[config.mk]
export PLATFORM = sky130hd
export DESIGN_NAME = dsadc_seq
export DESIGN_NICKNAME = d
export VERILOG_FILES = /design/src/rtl/dsadc_pkg.sv /design/src/rtl/dsadc_sync.sv /design/src/rtl/dsadc_tick_cnt.sv /design/src/rtl/dsadc_fsm.sv /design/src/rtl/dsadc_seq.sv
export SDC_FILE = /design/constraint.sdc
export NUM_CORES = 1
export LEC_CHECK = 0
export CAP_MARGIN = 20
export CORE_ASPECT_RATIO = 1.75
export CORE_UTILIZATION = 49
export CTS_BUF_LIST = sky130_fd_sc_hd__clkbuf_4
export DETAILED_ROUTE_END_ITERATION = 8
export PLACE_DENSITY = 0.77
export SLEW_MARGIN = 10
export SYNTH_ARGS = -nofsm -noshare
export SYNTH_HDL_FRONTEND = slang
export SYNTH_SLANG_ARGS = --single-unit
[constraint.sdc]
create_clock -name clk_i -period 1.62 [get_ports clk_i]
set_input_delay 0.486 -clock clk_i [delete_from_list [all_inputs] [get_ports clk_i]]
set_output_delay 0.486 -clock clk_i [all_outputs]
set_load 0.01 [all_outputs]
[src/rtl/dsadc_pkg.sv]
package dsadc_pkg;
  typedef enum logic [1:0] {
    ST_IDLE  = 2'd0,
    ST_SHORT = 2'd1,
    ST_RUNUP = 2'd2,
    ST_RUNDN = 2'd3
  } dsadc_state_e;

  function automatic int max3(input int a, input int b, input int c);
    int m;
    m = (a > b) ? a : b;
    return (m > c) ? m : c;
  endfunction
endpackage

[src/rtl/dsadc_sync.sv]
module dsadc_sync #(
  parameter int STAGES = 2  // must be >= 2
) (
  input  logic clk_i,
  input  logic rst_ni,
  input  logic d_i,
  output logic q_o
);
  logic [STAGES-1:0] pipe_q;

  always_ff @(posedge clk_i or negedge rst_ni) begin
    if (!rst_ni) pipe_q <= '0;
    else         pipe_q <= {pipe_q[STAGES-2:0], d_i};
  end

  assign q_o = pipe_q[STAGES-1];
endmodule

[src/rtl/dsadc_tick_cnt.sv]
module dsadc_tick_cnt #(
  parameter int CNT_W = 10
) (
  input  logic             clk_i,
  input  logic             rst_ni,
  input  logic             clr_i,
  output logic [CNT_W-1:0] cnt_o
);
  always_ff @(posedge clk_i or negedge rst_ni) begin
    if (!rst_ni)    cnt_o <= '0;
    else if (clr_i) cnt_o <= '0;
    else            cnt_o <= cnt_o + 1'b1;
  end
endmodule

[src/rtl/dsadc_fsm.sv]
module dsadc_fsm
  import dsadc_pkg::*;
#(
  parameter int RES_W       = 10,
  parameter int RUNUP_TICKS = 1024,
  parameter int RST_CYC     = 4,
  parameter int CNT_W       = 10
) (
  input  logic             clk_i,
  input  logic             rst_ni,
  input  logic             start_i,
  input  logic             cmp_s_i,
  input  logic [CNT_W-1:0] cnt_i,
  output logic             cnt_clr_o,
  output logic             int_rst_o,
  output logic             sel_ref_o,
  output logic             busy_o,
  output logic             done_o,
  output logic [RES_W-1:0] result_o,
  output logic             ovr_o
);
  localparam logic [CNT_W-1:0] SHORT_LAST = CNT_W'(RST_CYC - 1);
  localparam logic [CNT_W-1:0] RUNUP_LAST = CNT_W'(RUNUP_TICKS - 1);
  localparam logic [CNT_W-1:0] SAT_LAST   = CNT_W'((2 ** RES_W) - 1);

  dsadc_state_e state_q, state_d;
  logic fin_trip, fin_sat;

  always_comb begin
    state_d   = state_q;
    cnt_clr_o = 1'b0;
    fin_trip  = 1'b0;
    fin_sat   = 1'b0;
    unique case (state_q)
      ST_IDLE: begin
        cnt_clr_o = 1'b1;
        if (start_i) state_d = ST_SHORT;
      end
      ST_SHORT: begin
        if (cnt_i == SHORT_LAST) begin
          cnt_clr_o = 1'b1;
          state_d   = ST_RUNUP;
        end
      end
      ST_RUNUP: begin
        if (cnt_i == RUNUP_LAST) begin
          cnt_clr_o = 1'b1;
          state_d   = ST_RUNDN;
        end
      end
      ST_RUNDN: begin
        if (cmp_s_i)                fin_trip = 1'b1;
        else if (cnt_i == SAT_LAST) fin_sat  = 1'b1;
        if (fin_trip || fin_sat) begin
          cnt_clr_o = 1'b1;
          state_d   = ST_IDLE;
        end
      end
      default: state_d = ST_IDLE;
    endcase
  end

  always_ff @(posedge clk_i or negedge rst_ni) begin
    if (!rst_ni) begin
      state_q  <= ST_IDLE;
      done_o   <= 1'b0;
      result_o <= '0;
      ovr_o    <= 1'b0;
    end else begin
      state_q <= state_d;
      done_o  <= fin_trip | fin_sat;
      if (fin_trip) begin
        result_o <= cnt_i[RES_W-1:0];
        ovr_o    <= 1'b0;
      end else if (fin_sat) begin
        result_o <= '1;
        ovr_o    <= 1'b1;
      end
    end
  end

  assign busy_o    = (state_q != ST_IDLE);
  assign int_rst_o = (state_q == ST_IDLE) || (state_q == ST_SHORT);
  assign sel_ref_o = (state_q == ST_RUNDN);

  p_start_busy_r2: assert property (@(posedge clk_i) disable iff (!rst_ni)
    (!busy_o && start_i) |=> (busy_o && int_rst_o));

  p_rundn_from_zero_r4: assert property (@(posedge clk_i) disable iff (!rst_ni)
    $rose(sel_ref_o) |-> (cnt_i == '0));

  p_sat_at_max_r6: assert property (@(posedge clk_i) disable iff (!rst_ni)
    (sel_ref_o && !cmp_s_i && cnt_i == SAT_LAST) |=> (done_o && ovr_o && (&result_o)));

  p_done_pulse_r7: assert property (@(posedge clk_i) disable iff (!rst_ni)
    done_o |=> !done_o);

  p_ignore_start_r8: assert property (@(posedge clk_i) disable iff (!rst_ni)
    (busy_o && !int_rst_o && start_i) |=> !(busy_o && int_rst_o));
endmodule

[src/rtl/dsadc_seq.sv]
module dsadc_seq
  import dsadc_pkg::*;
#(
  parameter int RES_W       = 10,
  parameter int RUNUP_TICKS = 1024,  // must be >= 2
  parameter int RST_CYC     = 4,
  parameter int SYNC_STAGES = 2
) (
  input  logic             clk_i,
  input  logic             rst_ni,
  input  logic             start_i,
  input  logic             cmp_i,
  output logic             int_rst_o,
  output logic             sel_ref_o,
  output logic             busy_o,
  output logic             done_o,
  output logic [RES_W-1:0] result_o,
  output logic             ovr_o
);
  localparam int CNT_W = max3(RES_W, $clog2(RUNUP_TICKS), $clog2(RST_CYC));

  logic             cmp_s;
  logic             cnt_clr;
  logic [CNT_W-1:0] cnt;

  dsadc_sync #(.STAGES(SYNC_STAGES)) u_sync (
    .clk_i (clk_i),
    .rst_ni(rst_ni),
    .d_i   (cmp_i),
    .q_o   (cmp_s)
  );

  dsadc_tick_cnt #(.CNT_W(CNT_W)) u_cnt (
    .clk_i (clk_i),
    .rst_ni(rst_ni),
    .clr_i (cnt_clr),
    .cnt_o (cnt)
  );

  dsadc_fsm #(
    .RES_W      (RES_W),
    .RUNUP_TICKS(RUNUP_TICKS),
    .RST_CYC    (RST_CYC),
    .CNT_W      (CNT_W)
  ) u_fsm (
    .clk_i    (clk_i),
    .rst_ni   (rst_ni),
    .start_i  (start_i),
    .cmp_s_i  (cmp_s),
    .cnt_i    (cnt),
    .cnt_clr_o(cnt_clr),
    .int_rst_o(int_rst_o),
    .sel_ref_o(sel_ref_o),
    .busy_o   (busy_o),
    .done_o   (done_o),
    .result_o (result_o),
    .ovr_o    (ovr_o)
  );
endmodule

==> run summary <==
Status: finished, violations left
Failing checks: setup timing
Syn_area_per_cell: 11.8 µm²
Max clock buf depth: 2
Row count: 23
Leading area contributor after synthesis: dfrtp_1
Count of cell types in the netlist: 27
Top_reg_cell synth: dfrtp_1
Fraction of layout cells with a size suffix above 1: 0.395
CTS Sinks: 26
Sequential area share after synthesis: 0.561
Worst Path Max Fanout: 3
Syn_nets: 107
Period utilization: 1.15
Total number of vias: 939
DIE AREA: 2570 µm²
Layout Area Growth over Synthesis: 51.2%
Gr usage total: 0.248
Crit end category: output port
Most frequent cell after synthesis: dfrtp_1
Worst setup margin: -0.239 ns
Post-synth top cells: 26 x dfrtp_1, 13 x nor2_1, 10 x o22a_1, 5 x ha_1, 5 x inv_1
RSZ-0062 raised after global routing: true
Port bufs: 18
Core ar.: 2270 µm²
DRT antenna net count: 0
Hold Buf Count CTS: 0
Synth Warn #: 0
Final Hold Vio Count: 0
Worst Hold Class: flip-flop to flip-flop
Max Clock Freq: 0.538 GHz
Detailed Place HPWL: 1950 µm
Worst setup path class: flip-flop to output port
Routability cong.: 0.806
Post-route core utilization: 0.772
CTS H-tree lvls: 1
Routed WL: 2930 µm
Worst vdd ir: 0.000642 V
Slew margin rel.: 0.783
Vias in the first global route: 1008
Starting Density: 0.510
Cell count after placement: 164
CP arrival: 1.37 ns
Register Area: 651 µm²
Syn Std Cell Area: 1160 µm²
Gr ovfl total: 0
Min-delay src: u_sync.pipe_q[0]$_DFF_PN0_
Clock tree from TritonCTS: done
Area contributors post-synth: dfrtp_1 56%, o22a_1 7.6%, ha_1 5.4%
Clk slew on worst S/H paths: 0.13 ns
DRC violations left: 0
Footprint of the multi-input gates: 591 µm²
Min Clock Period, post-route: 1.86 ns
Max Clock Skew: 0.00266 ns
Vias per cell: 5.46
Initial drt markers: 13
CTS Buf Count: 3
Chip Height: 66.4 µm
Antenna violations before repair: 0
Boundary Pins: 19
Final net count: 158
Worst setup startpoint: u_fsm.state_q[0]$_DFFE_PN0P_
Slew Viols, Final: 0
Die X: 38.8 µm
Largest net degree at the start of global routing: 27
Reg-to-Reg Start: u_cnt.cnt_o[1]$_DFF_PN0_
Clock latency at the later pin of the worst-skew pair: 0.31 ns
FFs w/ async S/R, synth: 1.00
CTS root buf: clkbuf_4
Post-synth EDFFs: 0
Leakage: 0.859 nW
Synthesized instance count: 98
Startpoint type of the worst setup path: flip-flop
PD cells: 541 nW/µm²
Filler cells: 151
Place WS: -0.284 ns
Seq cells post-synth: 26
Worst path required time: 1.13 ns
First-pass GRT wire length: 4420 µm
Post-Layout Cell Count: 172
TritonRoute pass-1 iters: 4
Worst-margin pin slew: 0.325 ns
Finish-stage setup viols: 15
Diodes inserted: 0
Synth top area share: 0.561
Max Cap Viol: 0
Wire per inst: 17.1 µm
registers in the layout, summed over array words and instances, names as in the netlist:
name / cells
u_sync.pipe_q: 2
u_fsm.ovr_o: 1
u_fsm.done_o: 1
u_fsm.state_q: 2
u_fsm.result_o: 10
u_cnt.cnt_o: 10
cell type report:
cell class / count / share of cell area
repair buffers: 50 / 0.248
clock buffers: 3 / 0.0128
flip-flops and latches: 26 / 0.371
well taps: 25 / 0.0178
inverters: 5 / 0.0136
multi-input cells: 63 / 0.337
worst max-delay path: stages (launching register included):
cell	delay, ns
dfrtp_1	0.44
buf_6	0.13
ha_4	0.15
or2_4	0.22
buf_6	0.12
through the flow:
| step | setup TNS [ns] | area, µm² | power (mW) | hold slack, ns |
|---|---|---|---|---|
| final | -0.847 | 1750 | 0.949 | 0.381 |
| after global placement | -2.32 | 1560 | 0.689 | 0.334 |
| after detailed placement | -4.28 | 1560 | 0.690 | 0.357 |
| after CTS | -0.678 | 1700 | 0.955 | 0.387 |
| after global routing | -1.73 | 1750 | 0.975 | 0.387 |
| after floorplan | 0 | 1170 | 0.666 | 0.190 |
layer usage:
metal,global-route usage,part of all wire,up-vias
li1,-,-,446
met1,0.249,0.34,452
met2,0.467,0.59,31
met3,0.0202,0.035,10
met4,0.125,0.028,0
met5,0,0,-
final timing paths:
path | end | depth (start not counted) | slack (ns)
setup / recovery | int_rst_o | 4 | -0.24
setup reg to reg | u_fsm.state_q[1]$_DFFE_PN0P_ | 5 | -0.14
min in group asynchronous | u_cnt.cnt_o[2]$_DFF_PN0_ | 2 | 0.53
max in group asynchronous | u_cnt.cnt_o[3]$_DFF_PN0_ | 2 | 0.85
hold / removal | u_sync.pipe_q[1]$_DFF_PN0_ | 0 | 0.38
hold reg to reg | u_sync.pipe_q[1]$_DFF_PN0_ | 0 | 0.38
cell usage in the layout, fill, tap and decap left out, types with 3 or more instances in the layout:
cell type and count:
buf_4 25, buf_6 10, clkbuf_4 3, clkdlybuf4s50_1 3, dfrtp_1 26, dlygate4sd2_1 12, ha_4 4, nand4_1 4
nor2_1 12, o22a_1 10, xnor2_1 4, xor2_1 4
power breakdown:
group	internal (mW)	total, mW	leakage (nW)	switching, mW
clock	0.0871	0.267	0.0138	0.180
sequential	0.651	0.655	0.334	0.00339
combinational	0.0110	0.0268	0.511	0.0158
total	0.749	0.949	0.859	0.200
kinds of logic after synthesis:
logic type	Yosys count	synth area share
adder cells (fa/ha/maj)	5	0.0539
AO/OA/AOI/OAI	17	0.124
multiplexers	2	0.0216
flip-flops	26	0.561
buffers and inverters	9	0.0388
AND/OR/NAND/NOR	31	0.140
XOR/XNOR	8	0.0604
what timing repair did:
action                                  CTS  global route
resized for setup                        52            10
gates cloned                              0             1
buffers inserted                          4             0
pin swaps                                 3             0
endpoints found under the setup margin   38            24
No activity file was read; power rests on OpenSTA's default activity.
